**src/rtl/xlat_tlb_pkg.sv**
```systemverilog
package xlat_tlb_pkg;

  typedef enum logic [2:0] {
    OP_NOP        = 3'd0,
    OP_LOAD       = 3'd1,
    OP_FLUSH_ADDR = 3'd2,
    OP_FLUSH_ALL  = 3'd3,
    OP_SET_LOCK   = 3'd4
  } tlbOp_e;

  // strobes from control to the entry store
  typedef struct packed {
    logic wrEn;
    logic flushAddr;
    logic flushAll;
  } tlbStrobe_t;

  localparam int CAM_PIN_BIT = 3;

  // bits that are compared or translated for a given size code
  function automatic logic [31:0] spanMask(input logic [1:0] sizeCode);
    case (sizeCode)
      2'd0:    spanMask = 32'hFFFF_F000;
      2'd1:    spanMask = 32'hFFFF_0000;
      2'd2:    spanMask = 32'hFFF0_0000;
      default: spanMask = 32'hFF00_0000;
    endcase
  endfunction

endpackage

```
**src/rtl/xlat_tlb_ctrl.sv**
```systemverilog
module xlat_tlb_ctrl
  import xlat_tlb_pkg::*;
#(
  parameter int ENTRIES = 32,
  parameter int CW      = 6
) (
  input  logic          clk,
  input  logic          rstN,
  input  logic          cmdValid,
  input  logic [2:0]    cmdOp,
  input  logic          camPin,
  input  logic [CW-1:0] cmdBase,
  input  logic [CW-1:0] cmdVict,
  output tlbStrobe_t    strobe,
  output logic [CW-1:0] wrIdx,
  output logic [CW-1:0] lockBase,
  output logic [CW-1:0] lockVict,
  output logic          loadBusy
);

  localparam logic [CW-1:0] FULL = CW'(ENTRIES);

  tlbOp_e        op;
  logic          isLoad;
  logic          full;
  logic [CW-1:0] nextBase;
  logic [CW-1:0] nextVict;

  always_comb begin
    op     = tlbOp_e'(cmdOp);
    full   = (lockBase == FULL);
    isLoad = cmdValid && (op == OP_LOAD);

    strobe           = '0;
    strobe.wrEn      = isLoad && !full;
    strobe.flushAddr = cmdValid && (op == OP_FLUSH_ADDR);
    strobe.flushAll  = cmdValid && (op == OP_FLUSH_ALL);
    wrIdx            = camPin ? lockBase : lockVict;

    nextBase = lockBase;
    nextVict = lockVict;
    if (strobe.wrEn) begin
      if (camPin) begin
        nextBase = lockBase + CW'(1);
        nextVict = lockBase + CW'(1);
      end else begin
        nextVict = lockVict + CW'(1);
      end
      if (nextVict >= FULL) nextVict = nextBase;
    end else if (strobe.flushAll) begin
      nextBase = '0;
      nextVict = '0;
    end else if (cmdValid && (op == OP_SET_LOCK)) begin
      nextBase = cmdBase;
      nextVict = cmdVict;
    end
  end

  always_ff @(posedge clk or negedge rstN) begin
    if (!rstN) begin
      lockBase <= '0;
      lockVict <= '0;
      loadBusy <= 1'b0;
    end else begin
      lockBase <= nextBase;
      lockVict <= nextVict;
      loadBusy <= isLoad && full;
    end
  end

endmodule

```
**src/rtl/xlat_tlb_store.sv**
```systemverilog
module xlat_tlb_store
  import xlat_tlb_pkg::*;
#(
  parameter int ENTRIES = 32,
  parameter int CW      = 6
) (
  input  logic          clk,
  input  logic          rstN,
  input  tlbStrobe_t    strobe,
  input  logic [CW-1:0] wrIdx,
  input  logic [31:0]   camIn,
  input  logic [31:0]   ramIn,
  input  logic [31:0]   flushAddr,
  input  logic          lkReq,
  input  logic [31:0]   lkAddr,
  input  logic [CW-1:0] rdIdx,
  output logic          lkHit,
  output logic          lkMiss,
  output logic [31:0]   lkPhys,
  output logic [31:0]   camOut,
  output logic [31:0]   ramOut
);

  localparam int IDXW = $clog2(ENTRIES);

  logic        vld    [ENTRIES];
  logic [27:0] camHi  [ENTRIES];
  logic [1:0]  sizeCd [ENTRIES];
  logic [31:0] ramW   [ENTRIES];

  logic [ENTRIES-1:0] lkMatch;
  logic [ENTRIES-1:0] flMatch;

  for (genvar g = 0; g < ENTRIES; g++) begin : g_match
    logic [31:0] mask;
    logic [31:0] start;
    assign mask       = spanMask(sizeCd[g]);
    assign start      = {camHi[g][27:8], 12'h000} & mask;
    assign lkMatch[g] = vld[g] && ((lkAddr & mask) == start);
    assign flMatch[g] = vld[g] && ((flushAddr & mask) == start);
  end

  always_ff @(posedge clk or negedge rstN) begin
    if (!rstN) begin
      for (int i = 0; i < ENTRIES; i++) begin
        vld[i]    <= 1'b0;
        camHi[i]  <= '0;
        sizeCd[i] <= '0;
        ramW[i]   <= '0;
      end
    end else begin
      for (int i = 0; i < ENTRIES; i++) begin
        if (strobe.flushAll) begin
          vld[i] <= 1'b0;
        end else if (strobe.wrEn && (wrIdx == CW'(i))) begin
          vld[i]    <= camIn[2];
          camHi[i]  <= camIn[31:4];
          sizeCd[i] <= camIn[1:0];
          ramW[i]   <= ramIn;
        end else if (strobe.flushAddr && flMatch[i]) begin
          vld[i] <= 1'b0;
        end
      end
    end
  end

  // priority pick: lowest matching index wins
  logic            hitAny;
  logic [IDXW-1:0] sel;
  logic [31:0]     selMask;
  logic [31:0]     physNext;

  always_comb begin
    hitAny = 1'b0;
    sel    = '0;
    for (int i = ENTRIES - 1; i >= 0; i--) begin
      if (lkMatch[i]) begin
        hitAny = 1'b1;
        sel    = IDXW'(i);
      end
    end
    selMask  = spanMask(sizeCd[sel]);
    physNext = (ramW[sel] & selMask & 32'hFFFF_F000) | (lkAddr & ~selMask);
  end

  always_ff @(posedge clk or negedge rstN) begin
    if (!rstN) begin
      lkHit  <= 1'b0;
      lkMiss <= 1'b0;
      lkPhys <= '0;
    end else begin
      lkHit  <= lkReq && hitAny;
      lkMiss <= lkReq && !hitAny;
      lkPhys <= (lkReq && hitAny) ? physNext : 32'h0;
    end
  end

  // read-back of the entry named by the victim index
  always_comb begin
    camOut = '0;
    ramOut = '0;
    if (rdIdx < CW'(ENTRIES)) begin
      camOut = {camHi[rdIdx[IDXW-1:0]], 1'b0, vld[rdIdx[IDXW-1:0]],
                sizeCd[rdIdx[IDXW-1:0]]};
      ramOut = ramW[rdIdx[IDXW-1:0]];
    end
  end

endmodule

```
**src/rtl/xlat_tlb.sv**
```systemverilog
module xlat_tlb
  import xlat_tlb_pkg::*;
#(
  parameter  int ENTRIES = 32,
  localparam int CW      = $clog2(ENTRIES) + 1
) (
  input  logic          clk,
  input  logic          rstN,
  input  logic          lkReq,
  input  logic [31:0]   lkAddr,
  output logic          lkHit,
  output logic          lkMiss,
  output logic [31:0]   lkPhys,
  input  logic          cmdValid,
  input  logic [2:0]    cmdOp,
  input  logic [31:0]   cmdCam,
  input  logic [31:0]   cmdRam,
  input  logic [31:0]   cmdAddr,
  input  logic [CW-1:0] cmdBase,
  input  logic [CW-1:0] cmdVict,
  output logic [CW-1:0] lockBase,
  output logic [CW-1:0] lockVict,
  output logic          loadBusy,
  output logic [31:0]   camOut,
  output logic [31:0]   ramOut
);

  tlbStrobe_t    strobe;
  logic [CW-1:0] wrIdx;

  xlat_tlb_ctrl #(.ENTRIES(ENTRIES), .CW(CW)) u_ctrl (
    .clk      (clk),
    .rstN     (rstN),
    .cmdValid (cmdValid),
    .cmdOp    (cmdOp),
    .camPin   (cmdCam[CAM_PIN_BIT]),
    .cmdBase  (cmdBase),
    .cmdVict  (cmdVict),
    .strobe   (strobe),
    .wrIdx    (wrIdx),
    .lockBase (lockBase),
    .lockVict (lockVict),
    .loadBusy (loadBusy)
  );

  xlat_tlb_store #(.ENTRIES(ENTRIES), .CW(CW)) u_store (
    .clk       (clk),
    .rstN      (rstN),
    .strobe    (strobe),
    .wrIdx     (wrIdx),
    .camIn     (cmdCam),
    .ramIn     (cmdRam),
    .flushAddr (cmdAddr),
    .lkReq     (lkReq),
    .lkAddr    (lkAddr),
    .rdIdx     (lockVict),
    .lkHit     (lkHit),
    .lkMiss    (lkMiss),
    .lkPhys    (lkPhys),
    .camOut    (camOut),
    .ramOut    (ramOut)
  );

endmodule

```
**config.mk**
```make
export PLATFORM = sky130hd
export DESIGN_NAME = xlat_tlb
export DESIGN_NICKNAME = d
export VERILOG_FILES = /design/src/rtl/xlat_tlb_pkg.sv /design/src/rtl/xlat_tlb_ctrl.sv /design/src/rtl/xlat_tlb_store.sv /design/src/rtl/xlat_tlb.sv
export SDC_FILE = /design/constraint.sdc
export NUM_CORES = 2
export LEC_CHECK = 0
export BUFFER_PORTS_ARGS = -buffer_cell sky130_fd_sc_hd__buf_2
export CAP_MARGIN = 20
export CORE_UTILIZATION = 30
export DETAILED_ROUTE_END_ITERATION = 8
export MAX_ROUTING_LAYER = met4
export SLEW_MARGIN = 30
export SYNTH_ARGS = -nofsm -noshare
export SYNTH_HDL_FRONTEND = slang
export SYNTH_SLANG_ARGS = --single-unit
```
**constraint.sdc**
```tcl
create_clock -name clk -period 12.2 [get_ports clk]
set_input_delay 2.44 -clock clk [delete_from_list [all_inputs] [get_ports clk]]
set_output_delay 2.44 -clock clk [all_outputs]
set_load 0.02 [all_outputs]
```
# Word level (Yosys, flattened, before mapping)
# Index checks and enable logic that the tools add are counted.
[word_totals]
output_inout_bits = 111
romBits = 0
memories = 0
in_bits = 147
regBits = 2063
latch_bits = 0
ramBits = 0
[classes]
n_mux = 225
bitwise = 103
div_mod_pow = 0
reduce_logical = 237
n_mul = 0
n_eq_ne = 166
shifts = 0
magnitude_cmp = 4
n_addsub = 2
[op_table]
columns = ["op", "n"]
rows = [
  ["32-bit AND", 98],
  ["24-bit one-hot mux with 3 select lines", 33],
  ["32-bit equality test", 64],
  ["32-bit binary-select mux with 5-bit select", 2],
  ["32-bit two-way mux", 7],
  ["5-bit two-way mux", 32],
  ["28-bit binary-select mux with 5-bit select", 1],
  ["1-bit logical AND", 136],
  ["1-bit two-way mux", 130],
  ["3-bit nonzero test", 33],
  ["6-bit by 5-bit equality test with 1-bit output, second input constant", 16],
  ["2-bit by 1-bit equality test with 1-bit output, second input constant", 33],
  ["2-bit equality test, second input constant", 33],
  ["2-bit zero test", 33],
  ["6-bit two-way mux", 11],
  ["2-bit AND reduction", 32],
  ["28-bit two-way mux", 2],
  ["6-bit by 4-bit equality test with 1-bit output, second input constant", 8],
  ["32-bit inverter", 1],
  ["32-bit OR", 1],
  ["6-bit by 3-bit equality test with 1-bit output, second input constant", 4],
  ["2-bit binary-select mux with 5-bit select", 2],
  ["6-bit greater-or-equal comparator, second input constant", 3],
  ["6-bit by 1-bit adder with 6-bit output, second input constant", 2],
  ["other kinds (13)", 20],
]

# Logic depth before layout (Yosys ltp)
[logic_depth]
depth_word = 47
ltp_mapped = 22

# Modules after synthesis
# Synthesis repeated with hierarchy kept, for this count alone.
[unflattened]
hier_cells = 9234
hier_area_um2 = 117620.3
[by_module_without_submodules]
columns = ["mod", "seq_area_each_um2", "area_each_um2", "n_inst", "cells_each"]
rows = [
  ["xlat_tlb_store", 51299.2, 116397.9, 1, 9084],
  ["xlat_tlb_ctrl", 325.3, 1222.4, 1, 150],
]

# Least setup slack after synthesis
# OpenSTA, ideal clock, no wires.
[synth_timing]
kind = "input-to-reg"
startpoint = "in lkAddr[22]"
endpoint = "reg u_store.lkPhys[12]"
t_arrival_ns = 5.971
stages = 19
path_slack_ns = 6.100
n_path_buf = 5
setup_time_ns = 0.130
path_cell_list = "buf_2 > buf_6 > buf_6 > xor2_1 > a2111oi_1 > a21oi_1 > nor4_2 > nor4_1 > a221oi_2 > o21ai_2 > o21ai_4 > buf_2 > buf_4 > mux2i_1 > mux2i_1 > a22oi_1 > o2111ai_1 > o31ai_1 > mux2i_1"
[synth_via]
elab_chain_cells = 45
elab_cells_between_ends = 177
classes_between = "eq/ne: 34; mux: 72; bitwise: 37; reduce/logical: 34"
[synth_lines]
columns = ["item", "line", "text"]
rows = [
  ["from (decl)", "xlat_tlb.sv:10", "input logic [31:0] lkAddr,"],
  ["32-bit AND", "xlat_tlb_store.sv:39", "assign lkMatch[g] = vld[g] && ((lkAddr & mask) == start);"],
  ["32-bit equality test", "xlat_tlb_store.sv:39", ""],
  ["1-bit logical AND", "xlat_tlb_store.sv:39", ""],
  ["5-bit two-way mux (32 in a row)", "xlat_tlb_store.sv:77", "if (lkMatch[i]) begin"],
  ["5-bit inverter with 6-bit output (not written as such)", "xlat_tlb_store.sv:82, xlat_tlb_store.sv:83", ""],
  ["2-bit binary-select mux with 5-bit select", "xlat_tlb_store.sv:82", "selMask = spanMask(sizeCd[sel]);"],
  ["2-bit two-way mux (not written as such) (2 in a row)", "xlat_tlb_store.sv:82", ""],
  ["2-bit equality test, or another cell as far along", "xlat_tlb_pkg.sv:22", "case (sizeCode)"],
  ["24-bit one-hot mux with 3 select lines", "xlat_tlb_pkg.sv:22", ""],
  ["32-bit inverter", "xlat_tlb_store.sv:83", "physNext = (ramW[sel] & selMask & 32'hFFFF_F000) | (lkAddr & ~selMask);"],
  ["32-bit AND", "xlat_tlb_store.sv:83", ""],
  ["32-bit OR", "xlat_tlb_store.sv:83", ""],
  ["32-bit two-way mux *", "xlat_tlb_store.sv:94", "lkPhys <= (lkReq && hitAny) ? physNext : 32'h0;"],
  ["to (signal assigned)", "xlat_tlb_store.sv:94", ""],
  ["to (decl)", "xlat_tlb_store.sv:19", "output logic [31:0] lkPhys,"],
]
# Every way passes the cells marked *; elsewhere a longest branch is shown, timed or not. The select of a mux whose other input is x is not followed.
# A chain may end at the register's enable or synchronous reset.

# Final worst setup path
[layout_timing]
startpoint = "in lkAddr[18]"
endpoint = "reg u_store.lkPhys[14]"
# The elaborated chain is that of the path after synthesis.

==> summary.txt <==
Power
  • Power per cell area: 149.6 nW/um2
  • Part of the power in registers: a little over 40%
  • Leak pwr: 0.05903 uW
  • Clk pwr share: 39.3%
  • Psw: 5974 uW
  • Switching Share: 30.08%
  • Highest ir drop seen on vdd: 140.0 uV
  • P_int: 13890 uW
  • Comb pwr share: 20.3%

Synth
  • Most frequent cells after synthesis: dfrtp_1 (2063), mux2_2 (1990), mux4_2 (630)
  • Post-synthesis mux area share: 33.08%
  • Post-Synth XOR/XNOR Area: 8.837%
  • Largest family of logic cells by synthesized area: multiplexers
  • Synth Area in Compound Gates: 5.109%
  • Synth Warn #: 0
  • Post-Synthesis Cells: 9275
  • Mapped Nets: approximately 9400
  • Synth top area share: 43.73%
  • Post-synthesis simple-gate area fraction: between 5 and 6%
  • Ys async rst share: 100.0%
  • Synth Area per Inst: around 13 um2
  • Count leader, synth: dfrtp_1
  • Synthesized area: 118000 um2
  • Post-synth EDFFs: 0
  • Synth area leaders: dfrtp_1 (44%), mux2_2 (19%), mux4_2 (12%)
  • Post-synth top flop: dfrtp_1
  • Synth Area in Adders: 0.03180%
  • Yosys cell types: 103
  • Area leader, netlist: dfrtp_1
  • Register area share after synthesis: 43.73%
  • Synthesis-stage register bit count: roughly 2100

Cells and area
  • Layout cells sized above 1: between 30% and 40%
  • # nets final: 9216
  • Non-filler cells in the finished layout: ~14000
  • Area delta synth->final: 12.51%

Clocking
  • Postcts setup bufs: 0
  • Post-cts resize count: 0
  • Hold-fix buffers, CTS: 0
  • Root buf cell: clkbuf_16
  • Cts bufs inserted: 239
  • Clock Latency Late Sink: 980 ps
  • Worst-path clk slew: 60 ps
  • H-tree Lvls: 4
  • CTS tree: built
  • Sink Count: approximately 2100
  • Maximum root-to-sink buffer count: 4

Worst setup path
  • Critical Path End Type: register
  • Delay-heaviest family, CP: compound AO/OA/AOI/OAI gates
  • WP data required: 13010 ps
  • Crit path largest cell delay: ~880 ps
  • CP Buf/Inv Count: 4
  • Crit Path Category: primary input to register
  • Data arrival, critical path: approximately 9200 ps
  • Worst path cell trace: buf_2 > buf_4 > xor2_1 > a2111oi_2 > a21oi_1 > or4b_1 > a21oi_1 > o21ai_1 > a2111oi_4 > buf_4 > nor3_4 > buf_12 > nor2_1 > a221o_1 > a211o_1 > o2111ai_1 > o31ai_1 > mux2i_1
  • Startpoint class of the critical path: primary input
  • Critical-path maximum fanout: 143
  • CP max stage cell: nor2_1

Worst hold path
  • Hold Path Class: register to register

Floorplan
  • Die ar.: approximately 400000 um2
  • Core area: between 300000 and 400000 um2
  • DIE WIDTH: 629.3 um
  • # IOs: around 260
  • Die H: 629.3 um
  • Initial Util: just over 30%
  • Num rows: 229

GRT
  • Congestion Overflow GR: 0
  • Initial antenna violation count: 54
  • Largest net degree at the start of global routing: between 150 and 200
  • First-pass GRT wire length: 610.2 mm
  • Vias in the first global route: 79820
  • Tot GR Track Use: 21.53%

STA
  • Slew @ Worst Pin: 1529 ps
  • Final Cycle Share: between 60% and 70%
  • Relative slew slack: -1.964%
  • Setup TNS Final: 0 ps
  • Final setup vio count: 0
  • Fmax: 0.1192 GHz
  • Skew final: 117.7 ps
  • Slew Limit Fails: 33
  • Final hold vios: 0
  • Min Tclk post-route: 8393 ps
  • RSZ-0062 raised after global routing: false

Flow run
  • Max-cap violations: 0

Drt
  • Avg WL per Cell: roughly 29 um
  • Total length of routed wires: ~420 mm
  • Initial DRC count: ~8000
  • Pre-antenna DRT Iters: 7
  • DR vias/cell: 5.590
  • Post-route ant nets: 0
  • DRC viols: 2
  • Via count: approximately 81000

Status
  • Failing checks: design-rule violations, max-slew violations
  • Outcome: finished with violations

Placement
  • Final RePlAce weighted congestion: about 1
  • DP Wirelength: 273.9 mm
  • Placed Cells: 14020
  • Number of buffers added on ports: 244
[layout make-up]
type,count,area (um2)
Antenna cell,35,87.58
Clock buffer,334,6922
Clock inverter,99,1485
Fill cell,38260,257400
Inverter,47,176.4
Multi-Input combinational cell,6240,62430
Sequential cell,2063,51650
Tap cell,5197,6502
Timing Repair Buffer,475,3553
[logic make-up (layout without fill, tap and decap cells)]
kind of cell | count (synthesis) | after routing
other cells | 1 | 36
simple gates | 1345 | 1345
xor+xnor | 1191 | 1191
flops | 2063 | 2063
buf+inv | 972 | 955
fa+ha+maj | 3 | 3
compound gates | 836 | 836
mux | 2864 | 2864
[flip-flops by register name, indices dropped and copies added, names as in the netlist]
signal / count
u_store.ramW: 1024
u_store.lkMiss: 1
u_store.camHi: 896
u_ctrl.lockBase: 6
u_store.lkHit: 1
u_store.sizeCd: 64
u_ctrl.lockVict: 6
u_store.lkPhys: 32
u_store.vld: 32
u_ctrl.loadBusy: 1
[path summary, 6_finish.rpt]
kind / startpoint / end / slack, ps / cells after the start
worst max register to register: u_store.camHi[53] / u_store.lkPhys[14] / 5800 / 16
worst min-delay path: u_store.ramW[551] / u_store.ramW[551] / 500 / 1
max in group asynchronous: rstN / u_store.camHi[325] / 8420 / 3
min in group asynchronous: rstN / u_store.ramW[284] / 1500 / 1
worst min register to register: u_store.ramW[551] / u_store.ramW[551] / 500 / 1
worst max-delay path: lkAddr[18] / u_store.lkPhys[14] / 3810 / 18
[cell usage in the layout (no fill, tap or decap), types with 164 or more instances in the layout]
master     Yosys  layout
a21oi_1      176     175
buf_2         88     243
buf_4         39     186
clkbuf_16      0     242
dfrtp_1     2063    2057
mux2_2      1990    1990
mux2i_1      242     242
mux4_2       630     630
nand2_1      539     538
nand3_1      165     164
nor2_1       204     180
o21ai_0      174     174
xnor2_1      593     593
xor2_1       598     598
[stage by stage]
step	worst slack (ps)	util (%)	power [uW]	instance area, um2	hold WS, ps
after floorplan	6100	-	10660	118000	473.9
after detailed placement	3415	31.80	12130	124100	488.2
after CTS	4398	33.95	19940	132500	502.3
after global routing	4271	34.03	20550	132800	506.1
final	3807	34.03	19860	132800	500.3
after global placement	3407	31.74	12080	123900	481.2
[metal layers]
metal | up-vias | global-route usage, % | wire length [um]
li1 | 33590 | - | -
met1 | 43110 | 28.82 | 179500
met2 | 3556 | 31.51 | 187000
met3 | 749 | 4.655 | 36330
met4 | 0 | 8.883 | 20160
met5 | - | - | 0
[power by group through the flow]
stage / combinational, uW / sequential [uW] / clock (uW)
5_1_grt: 4280 / 8090 / 8190
6_report: 4040 / 8020 / 7800
3_5_place_dp: 4010 / 8120 / 0
4_1_cts: 4030 / 8000 / 7920
3_3_place_gp: 3980 / 8100 / 0
2_1_floorplan: 2800 / 7860 / 0
(Power assumes the default switching activity.)
